`src/rtl/nand_seq_pkg.sv`:
```
package nand_seq_pkg;
   localparam int REG_AW = 3;

   // Register selector codes on the write port
   localparam logic [REG_AW-1:0] RG_CMD1  = 3'd0;
   localparam logic [REG_AW-1:0] RG_CMD2  = 3'd1;
   localparam logic [REG_AW-1:0] RG_ADDR1 = 3'd2;
   localparam logic [REG_AW-1:0] RG_ADDR2 = 3'd3;
   localparam logic [REG_AW-1:0] RG_LEN   = 3'd4;
   localparam logic [REG_AW-1:0] RG_IRQ   = 3'd5;

   // Opcodes
   localparam logic [7:0] OP_READ    = 8'h00;
   localparam logic [7:0] OP_RSTART  = 8'h30;
   localparam logic [7:0] OP_ROUT    = 8'h05;
   localparam logic [7:0] OP_ROSTART = 8'hE0;
   localparam logic [7:0] OP_PROG    = 8'h80;
   localparam logic [7:0] OP_PCONF   = 8'h10;
   localparam logic [7:0] OP_ERASE   = 8'h60;
   localparam logic [7:0] OP_ECONF   = 8'hD0;
   localparam logic [7:0] OP_ID      = 8'h90;
   localparam logic [7:0] OP_STAT    = 8'h70;

   localparam logic [31:0] SECOND_FLAG = 32'h0000_0100;
   localparam logic [31:0] DONE_PIO    = 32'h8000_0000;
   localparam logic [31:0] DONE_DMA    = 32'h1000_0000;
   localparam int          SHORT_LEN   = 4;

   typedef enum logic [3:0] {
      S_IDLE, S_CLR2, S_AD1, S_AD2, S_FOL, S_LEN, S_CMD, S_WAIT, S_ACK
   } seq_st_e;
endpackage

```
`src/rtl/nand_word_build.sv`:
```
module nand_word_build
   import nand_seq_pkg::*;
#(
   parameter int PAGE_W = 24,
   parameter int COL_W  = 16,
   parameter int LEN_W  = 12,
   parameter int PLOG_W = 5,
   parameter int DLOG_W = 6
) (
   input  logic [7:0]        op,
   input  logic              col_vld,
   input  logic [COL_W-1:0]  col,
   input  logic              page_vld,
   input  logic [PAGE_W-1:0] page,
   input  logic [LEN_W-1:0]  len,
   input  logic              chip,
   input  logic [PLOG_W-1:0] page_log2,
   input  logic [DLOG_W-1:0] dev_log2,
   output logic [31:0]       word,
   output logic              a1_vld,
   output logic [31:0]       a1_val,
   output logic              a2_vld,
   output logic [31:0]       a2_val,
   output logic              fol_vld,
   output logic [31:0]       fol_val,
   output logic [LEN_W-1:0]  len_out,
   output logic              is_first,
   output logic              is_conf,
   output logic              has_dir
);
   generate
      if (PAGE_W < 17 || PAGE_W > 32 || COL_W > 32 || PLOG_W > 7 || DLOG_W > 7 || LEN_W > 32) begin : g_bad
         $error("nand_word_build: unsupported width parameters");
      end
   endgenerate

   logic       short_cmd, rd, wr, big;
   logic [2:0] cnt, field;
   logic [7:0] dl8, pl8;

   always_comb begin
      short_cmd = (op == OP_ID) || (op == OP_STAT);
      rd        = (op == OP_READ) || (op == OP_ROUT) || short_cmd;
      wr        = (op == OP_PROG);
      dl8       = 8'(dev_log2);
      pl8       = 8'(page_log2) + 8'd16;
      big       = dl8 > pl8;
      cnt       = (col_vld ? 3'd2 : 3'd0) + (page_vld ? (3'd2 + {2'b00, big}) : 3'd0);
      if (short_cmd) cnt = 3'd1;
      field     = cnt - 3'd1;
      word      = {2'b11, field, rd, wr, 5'b0, chip, 11'b0, op};

      a1_vld = col_vld | page_vld;
      a1_val = col_vld ? 32'(col) : {16'b0, page[15:0]};
      a2_vld = page_vld;
      a2_val = col_vld ? 32'(page) : (32'(page) >> 16);

      fol_vld = 1'b0;
      fol_val = 32'b0;
      if (op == OP_READ && page_log2 > PLOG_W'(9)) begin
         fol_vld = 1'b1;
         fol_val = SECOND_FLAG | {24'b0, OP_RSTART};
      end else if (op == OP_ROUT) begin
         fol_vld = 1'b1;
         fol_val = SECOND_FLAG | {24'b0, OP_ROSTART};
      end

      len_out  = short_cmd ? LEN_W'(SHORT_LEN) : len;
      is_first = (op == OP_PROG) || (op == OP_ERASE);
      is_conf  = (op == OP_PCONF) || (op == OP_ECONF);
      has_dir  = rd | wr;
   end
endmodule

```
`src/rtl/nand_pend_hold.sv`:
```
module nand_pend_hold #(
   parameter int LEN_W = 12
) (
   input  logic             clk,
   input  logic             rst_n,
   input  logic             store,
   input  logic [31:0]      word_in,
   input  logic [LEN_W-1:0] len_in,
   input  logic             consume,
   output logic             pend_vld,
   output logic [31:0]      pend_word,
   output logic [LEN_W-1:0] pend_len
);
   always_ff @(posedge clk) begin
      if (!rst_n) begin
         pend_vld  <= 1'b0;
         pend_word <= '0;
         pend_len  <= '0;
      end else if (store) begin
         pend_vld  <= 1'b1;
         pend_word <= word_in;
         pend_len  <= len_in;
      end else if (consume) begin
         pend_vld  <= 1'b0;
      end
   end

   AST_CONSUME_NEEDS_STORE: assert property (@(posedge clk) disable iff (!rst_n)
      consume |-> pend_vld);
   AST_STORE_HOLDS: assert property (@(posedge clk) disable iff (!rst_n)
      (pend_vld && !store && !consume) |=> $stable(pend_word) && pend_vld);
endmodule

```
`src/rtl/nand_done_wait.sv`:
```
module nand_done_wait #(
   parameter int SETTLE   = 5,
   parameter int POLL_DIV = 50,
   parameter int POLL_MAX = 500000
) (
   input  logic        clk,
   input  logic        rst_n,
   input  logic        start,
   input  logic [31:0] irq_status,
   input  logic [31:0] mask,
   output logic        hit,
   output logic        timeout
);
   localparam int SW = $clog2(SETTLE + 1);
   localparam int PW = $clog2(POLL_MAX + 1);

   generate
      if (SETTLE < 1 || POLL_DIV < 1 || POLL_MAX < 1) begin : g_bad
         $error("nand_done_wait: SETTLE, POLL_DIV and POLL_MAX must be at least 1");
      end
   endgenerate

   typedef enum logic [1:0] {PH_IDLE, PH_SETTLE, PH_POLL} ph_e;
   ph_e           ph;
   logic [SW-1:0] s_cnt;
   logic [PW-1:0] n_cnt;
   logic          tick, seen;

   generate
      if (POLL_DIV > 1) begin : g_div
         localparam int DW = $clog2(POLL_DIV);
         logic [DW-1:0] d_cnt;
         always_ff @(posedge clk) begin
            if (!rst_n)                          d_cnt <= '0;
            else if (ph != PH_POLL)              d_cnt <= '0;
            else if (d_cnt == DW'(POLL_DIV - 1)) d_cnt <= '0;
            else                                 d_cnt <= d_cnt + 1'b1;
         end
         assign tick = (ph == PH_POLL) && (d_cnt == DW'(POLL_DIV - 1));
      end else begin : g_nodiv
         assign tick = (ph == PH_POLL);
      end
   endgenerate

   assign seen    = |(irq_status & mask);
   assign hit     = tick && seen;
   assign timeout = tick && !seen && (n_cnt == PW'(POLL_MAX - 1));

   always_ff @(posedge clk) begin
      if (!rst_n) begin
         ph    <= PH_IDLE;
         s_cnt <= '0;
         n_cnt <= '0;
      end else begin
         case (ph)
            PH_IDLE: if (start) begin
               ph    <= PH_SETTLE;
               s_cnt <= '0;
            end
            PH_SETTLE: if (s_cnt == SW'(SETTLE - 1)) begin
               ph    <= PH_POLL;
               n_cnt <= '0;
            end else begin
               s_cnt <= s_cnt + 1'b1;
            end
            PH_POLL: if (hit || timeout) ph <= PH_IDLE;
                     else if (tick)      n_cnt <= n_cnt + 1'b1;
            default: ph <= PH_IDLE;
         endcase
      end
   end

   AST_SETTLE_QUIET: assert property (@(posedge clk) disable iff (!rst_n)
      start |=> !hit && !timeout);
   AST_ONE_OUTCOME: assert property (@(posedge clk) disable iff (!rst_n)
      (hit || timeout) |=> !hit && !timeout);
endmodule

```
`src/rtl/nand_cmd_seq.sv`:
```
module nand_cmd_seq
   import nand_seq_pkg::*;
#(
   parameter int PAGE_W   = 24,
   parameter int COL_W    = 16,
   parameter int LEN_W    = 12,
   parameter int PLOG_W   = 5,
   parameter int DLOG_W   = 6,
   parameter int SETTLE   = 5,
   parameter int POLL_DIV = 50,
   parameter int POLL_MAX = 500000
) (
   input  logic              clk,
   input  logic              rst_n,
   input  logic              req_valid,
   input  logic [7:0]        req_op,
   input  logic              req_col_vld,
   input  logic [COL_W-1:0]  req_col,
   input  logic              req_page_vld,
   input  logic [PAGE_W-1:0] req_page,
   input  logic [LEN_W-1:0]  req_len,
   input  logic              req_dma,
   output logic              ready,
   input  logic              sel_valid,
   input  logic              sel_chip,
   input  logic [PLOG_W-1:0] cfg_page_log2,
   input  logic [DLOG_W-1:0] cfg_dev_log2,
   output logic              wr_en,
   output logic [2:0]        wr_addr,
   output logic [31:0]       wr_data,
   input  logic [31:0]       irq_status,
   output logic              err_timeout
);
   seq_st_e          state, after_clr, after_ad1, after_ad2, after_fol;
   logic             chip_q;
   logic [31:0]      b_word, b_a1, b_a2, b_fol;
   logic             b_a1v, b_a2v, b_folv, b_first, b_conf, b_dir;
   logic [LEN_W-1:0] b_len;
   logic             p_vld;
   logic [31:0]      p_word;
   logic [LEN_W-1:0] p_len;
   logic             accept, do_store, do_consume, w_hit, w_tmo;

   logic [31:0]      c_word, c_a1, c_a2, c_fol, c_cmd2, c_mask;
   logic             c_a1v, c_a2v, c_folv, c_issue;
   logic [LEN_W-1:0] c_len;

   nand_word_build #(
      .PAGE_W(PAGE_W), .COL_W(COL_W), .LEN_W(LEN_W), .PLOG_W(PLOG_W), .DLOG_W(DLOG_W)
   ) u_build (
      .op(req_op), .col_vld(req_col_vld), .col(req_col), .page_vld(req_page_vld),
      .page(req_page), .len(req_len), .chip(chip_q), .page_log2(cfg_page_log2),
      .dev_log2(cfg_dev_log2), .word(b_word), .a1_vld(b_a1v), .a1_val(b_a1),
      .a2_vld(b_a2v), .a2_val(b_a2), .fol_vld(b_folv), .fol_val(b_fol),
      .len_out(b_len), .is_first(b_first), .is_conf(b_conf), .has_dir(b_dir)
   );

   assign ready      = (state == S_IDLE);
   assign accept     = req_valid && ready;
   assign do_store   = accept && b_first;
   assign do_consume = accept && b_conf && p_vld;

   nand_pend_hold #(.LEN_W(LEN_W)) u_pend (
      .clk(clk), .rst_n(rst_n), .store(do_store), .word_in(b_word), .len_in(b_len),
      .consume(do_consume), .pend_vld(p_vld), .pend_word(p_word), .pend_len(p_len)
   );

   nand_done_wait #(.SETTLE(SETTLE), .POLL_DIV(POLL_DIV), .POLL_MAX(POLL_MAX)) u_wait (
      .clk(clk), .rst_n(rst_n), .start(state == S_CMD), .irq_status(irq_status),
      .mask(c_mask), .hit(w_hit), .timeout(w_tmo)
   );

   always_ff @(posedge clk) begin
      if (!rst_n)         chip_q <= 1'b0;
      else if (sel_valid) chip_q <= sel_chip;
   end

   always_comb begin
      after_fol = c_issue ? S_LEN : S_IDLE;
      after_ad2 = c_folv  ? S_FOL : after_fol;
      after_ad1 = c_a2v   ? S_AD2 : after_ad2;
      after_clr = c_a1v   ? S_AD1 : after_ad1;
   end

   always_ff @(posedge clk) begin
      if (!rst_n) begin
         state       <= S_IDLE;
         err_timeout <= 1'b0;
         c_word <= '0; c_a1 <= '0; c_a2 <= '0; c_fol <= '0; c_cmd2 <= '0;
         c_mask <= DONE_PIO; c_len <= '0;
         c_a1v <= 1'b0; c_a2v <= 1'b0; c_folv <= 1'b0; c_issue <= 1'b0;
      end else begin
         case (state)
            S_IDLE: if (accept) begin
               if (b_conf) begin
                  if (p_vld) begin
                     state   <= S_CLR2;
                     c_cmd2  <= SECOND_FLAG | {24'b0, req_op};
                     c_word  <= p_word;
                     c_len   <= p_len;
                     c_a1v   <= 1'b0;
                     c_a2v   <= 1'b0;
                     c_folv  <= 1'b0;
                     c_issue <= 1'b1;
                     c_mask  <= (req_dma && (p_word[26] || p_word[25])) ? DONE_DMA : DONE_PIO;
                  end
               end else begin
                  state   <= S_CLR2;
                  c_cmd2  <= '0;
                  c_word  <= b_word;
                  c_len   <= b_len;
                  c_a1v   <= b_a1v;  c_a1  <= b_a1;
                  c_a2v   <= b_a2v;  c_a2  <= b_a2;
                  c_folv  <= b_folv; c_fol <= b_fol;
                  c_issue <= !b_first;
                  c_mask  <= (req_dma && b_dir) ? DONE_DMA : DONE_PIO;
               end
            end
            S_CLR2: state <= after_clr;
            S_AD1:  state <= after_ad1;
            S_AD2:  state <= after_ad2;
            S_FOL:  state <= after_fol;
            S_LEN:  state <= S_CMD;
            S_CMD:  state <= S_WAIT;
            S_WAIT: if (w_hit) state <= S_ACK;
                    else if (w_tmo) begin
                       state       <= S_IDLE;
                       err_timeout <= 1'b1;
                    end
            S_ACK:  state <= S_IDLE;
            default: state <= S_IDLE;
         endcase
      end
   end

   always_comb begin
      wr_en   = 1'b1;
      wr_addr = RG_CMD1;
      wr_data = '0;
      case (state)
         S_CLR2: begin wr_addr = RG_CMD2;  wr_data = c_cmd2;       end
         S_AD1:  begin wr_addr = RG_ADDR1; wr_data = c_a1;         end
         S_AD2:  begin wr_addr = RG_ADDR2; wr_data = c_a2;         end
         S_FOL:  begin wr_addr = RG_CMD2;  wr_data = c_fol;        end
         S_LEN:  begin wr_addr = RG_LEN;   wr_data = 32'(c_len);   end
         S_CMD:  begin wr_addr = RG_CMD1;  wr_data = c_word;       end
         S_ACK:  begin wr_addr = RG_IRQ;   wr_data = c_mask;       end
         default: wr_en = 1'b0;
      endcase
   end

   AST_CMD_WORD_FORM: assert property (@(posedge clk) disable iff (!rst_n)
      (wr_en && wr_addr == RG_CMD1) |-> (wr_data[31:30] == 2'b11 && wr_data[24:20] == 5'b0 && wr_data[18:8] == 11'b0));
   AST_CMD2_CLEARED_FIRST: assert property (@(posedge clk) disable iff (!rst_n)
      (req_valid && ready && !b_conf) |=> (wr_en && wr_addr == RG_CMD2 && wr_data == 32'b0));
   AST_ACK_AFTER_HIT: assert property (@(posedge clk) disable iff (!rst_n)
      (wr_en && wr_addr == RG_IRQ) |-> $past(w_hit));
   AST_SILENT_AFTER_TIMEOUT: assert property (@(posedge clk) disable iff (!rst_n)
      $past(w_tmo) |-> !wr_en);
   AST_ERR_STICKY: assert property (@(posedge clk) disable iff (!rst_n)
      err_timeout |=> err_timeout);
   AST_LEN_BEFORE_CMD: assert property (@(posedge clk) disable iff (!rst_n)
      (wr_en && wr_addr == RG_CMD1) |-> $past(wr_en && wr_addr == RG_LEN));
   AST_QUIET_WHEN_READY: assert property (@(posedge clk) disable iff (!rst_n)
      ready |-> !wr_en);
endmodule

```
`config.mk`:
```
export PLATFORM = sky130hd
export DESIGN_NAME = nand_cmd_seq
export DESIGN_NICKNAME = d
export VERILOG_FILES = /design/src/rtl/nand_seq_pkg.sv /design/src/rtl/nand_word_build.sv /design/src/rtl/nand_pend_hold.sv /design/src/rtl/nand_done_wait.sv /design/src/rtl/nand_cmd_seq.sv
export SDC_FILE = /design/constraint.sdc
export NUM_CORES = 1
export LEC_CHECK = 0
export BUFFER_PORTS_ARGS = -buffer_cell sky130_fd_sc_hd__buf_4
export CELL_PAD_IN_SITES_DETAIL_PLACEMENT = 0
export CELL_PAD_IN_SITES_GLOBAL_PLACEMENT = 1
export CORE_MARGIN = 4
export CORE_UTILIZATION = 44
export DETAILED_ROUTE_END_ITERATION = 8
export PLACE_DENSITY = 0.91
export SLEW_MARGIN = 40
export SYNTH_ARGS = -nofsm -noshare
export SYNTH_HDL_FRONTEND = slang
export SYNTH_SLANG_ARGS = --single-unit
export TNS_END_PERCENT = 1
```
`constraint.sdc`:
```
create_clock -name clk -period 5.7 [get_ports clk]
set_clock_uncertainty 0.1 [all_clocks]
set_input_delay 0 -clock clk [delete_from_list [all_inputs] [get_ports clk]]
set_output_delay 0 -clock clk [all_outputs]
set_load 0.005 [all_outputs]
```
==> metrics <==
DR WL/cell=16.6 µm; FF-to-FF setup slack=3.10 ns; die area=about 0.019 mm²; nets=1163; die width=around 140 µm; vias per cell=5.59; CTS Buf Count=17; share of Yosys cell area claimed by the top area cell type=40.1%; postcts setup bufs=0; crit path DAT=2.99 ns; CP Launch Type=primary input; H-tree levels=4; Warnings, synthesis=0; DR pass1 iterations=7; hold_ws=between 0.01 and 0.015 ns; Max-slew headroom=43.2%; post-route ant nets=0; CP max stage delay=0.54 ns; number of synthesized register bits=149; fraction of the cycle the final worst path needs=48.7%; Crit path top cell by count=buf_4; min Tclk post-route=2.78 ns; initial drt markers=between 500 and 600; PwrDens=271 mW/mm²; Detailed Route WL=between 20000 and 25000 µm; Syn Area/Cell=8.30 µm²; via count=7111; top cells by area, synth=dfxtp_1 40%, nand2_1 6.3%, mux2i_1 4.8%; worst path cell trace=dlygate4sd3_1 -> buf_4 -> nor4_2 -> nand4b_1 -> buf_4 -> o21ai_2 -> buf_4 -> nand2_1 -> o32a_1; maximum fanout along the worst path=19; leading area contributor after synthesis=dfxtp_1; largest net degree at the start of global routing=71; initial antenna violation count=0; Syn Inst Count=896; Slew Limit Fails=0; CP max-delay cell=dlygate4sd3_1; Crit Path Category=primary input to flop; leakage power=0.00390 µW; grt total ovfl=0; Mapped Area=0.00744 mm²; Area Growth Syn to Fin=30.2%; Crit. Startpoint=req_op[0]; Top-Level Pins=149; DP Wirelength=roughly 14000 µm; Seq/Total Area, Yosys=around two fifths; Final Hold Violating Endpoints=0; Mapped Nets=1021; WP data required=5.92 ns; CP endpoint kind=flop; Hold Path Class=primary input to flop; Worst Max-Slew Pin Slew=between 0.8 and 0.9 ns; post-synth cell types=68; n_diodes=0; CTS sink cnt=149; Final Setup Violations=0; Max Fclk=0.360 GHz; Max-cap violations=0; clock slew at reported path FFs=0.06 ns; GPL Wtd Cong=just under 0.8; Post-synth ARST share=0%; # rows=47; Worst-Skew Late Latency=0.43 ns; Reg2Reg Launch Point=u_wait.ph[0]; Max IR drop VDD=~230 µV; EDFF count, synth=0; outcome=finished clean; hold path startpoint=cfg_page_log2[4]; root cell of the clock tree=clkbuf_16; Initial Util=44.8%; CTS tree=built; die extent in y=between 100 and 150 µm; Residual DRC=0; unrepaired setup endpoints after global routing=no; Total Neg Setup Slack=0 ns; Synth Flop Type=dfxtp_1; CTS Buffer Depth=2; core area=between 0.015 and 0.02 mm²; Tot GR Track Use=21.6%; number of global-route vias before repair=6582; ratio of cells with drive above 1 in the final layout=18.9%; first-pass GRT wire length=34100 µm; Buffers on Ports=between 100 and 150
[sequential cells by signal, indices dropped and copies added (netlist names)]
name / cells
u_wait.g_div.d_cnt: 6
c_a1: 16
c_folv: 1
u_pend.pend_len: 12
c_issue: 1
u_pend.pend_vld: 1
u_wait.ph: 2
c_a2: 24
state: 4
c_word: 15
c_a2v: 1
c_len: 12
c_a1v: 1
c_fol: 3
c_mask: 2
u_pend.pend_word: 15
chip_q: 1
u_wait.s_cnt: 3
err_timeout: 1
c_cmd2: 9
u_wait.n_cnt: 19
[cell families after synthesis]
group           count (synthesis)  share of synthesized area (%)
buf+inv                        94                           5.25
fa+ha+maj                      14                           2.36
flops                         149                           40.1
xor+xnor                        7                          0.824
mux                            36                           4.85
compound gates                236                           22.8
simple gates                  359                           23.8
other cells                     1                         0.0504
[report_power, final]
group / total [µW] / leakage (µW) / internal [µW] / switching, µW
clock network: 1080 / 0.000280 / 619 / 459
registers: 1150 / 0.00121 / 1100 / 50.2
logic: 395 / 0.00240 / 182 / 213
total: 2620 / 0.00390 / 1900 / 722
[cell type report]
type                    instances  area (µm²)
fillers                      1488        6900
multi-input cells             653        4120
flip-flops and latches        149        2990
repair buffers                197        1660
clock buffers                  20         447
well taps                     220         275
clock inverters                12         123
inverters                      20        75.1
[through the flow]
step	std cells	util (%)	setup WS (ns)	area (µm²)	power, µW
floorplan	896	-	3.79	7440	1390
global route	1271	58.4	2.65	9680	2740
detailed placement	1169	50.7	2.93	8400	1520
finish	1271	58.4	2.92	9680	2620
global placement	1169	50.6	3.00	8390	1520
CTS	1271	58.3	2.92	9670	2640
[synth_stat cells (all sizes together) (16+ instances only)]
master / instances
dfxtp: 149
nand2: 124
nor2: 78
a21oi: 66
clkbuf: 49
a211oi: 38
mux2i: 36
nand3: 34
o21ai: 34
and2: 30
buf: 25
inv: 20
and3: 16
nor3: 16
[per-layer routing]
metal | vias up | GRT usage, % | part of all wire (%)
met4 | 0 | 7.18 | 2.4
met5 | - | 0 | 0
met1 | 3313 | 29.5 | 46
met2 | 220 | 33.9 | 47
met3 | 45 | 4.83 | 5.1
li1 | 3533 | - | -
[final timing paths]
kind,depth (start not counted),to
worst max register to register,5,u_wait.n_cnt[15]
worst min register to register,2,c_a2[22]
worst min-delay path,5,c_fol[4]
worst max-delay path,9,c_mask[31]
[layout by cell type (no fill, tap or decap), types with 4 or more instances in the layout]
master | Yosys | routed
o21ai_0 | 33 | 32
mux2i_1 | 36 | 36
o221a_2 | 4 | 4
o21a_1 | 7 | 6
and3_1 | 16 | 16
clkbuf_16 | 0 | 17
nand2_1 | 124 | 124
a211oi_1 | 18 | 18
a22o_1 | 5 | 5
nor3_1 | 16 | 15
a22oi_1 | 9 | 9
dfxtp_1 | 149 | 147
and4_1 | 4 | 4
a21o_1 | 7 | 7
o211ai_1 | 6 | 6
a21oi_1 | 66 | 66
nor2b_1 | 7 | 7
nand3_1 | 34 | 34
a32o_1 | 5 | 5
a31oi_1 | 11 | 11
a222oi_1 | 12 | 12
o22ai_1 | 6 | 6
nand2b_1 | 7 | 7
xor2_1 | 4 | 4
inv_1 | 20 | 19
and2_1 | 30 | 30
nor4_1 | 5 | 5
clkinv_4 | 0 | 7
ha_1 | 14 | 14
dlygate4sd3_1 | 0 | 70
nand4_1 | 15 | 15
a211oi_2 | 20 | 20
buf_4 | 1 | 126
nor2_1 | 78 | 77
[timing repair]
action | 4_1_cts | 5_1_grt
hold endpoints to repair | 100 | 0
gates resized for setup | 0 | 0
hold buffers | 70 | 0
[worst max-delay path: cells and delay by family]
family,cells,cell delay [ns]
buf+inv,4,1.42
simple gates,3,1.01
compound gates,2,0.54
Power figures use the tool's default switching activity.
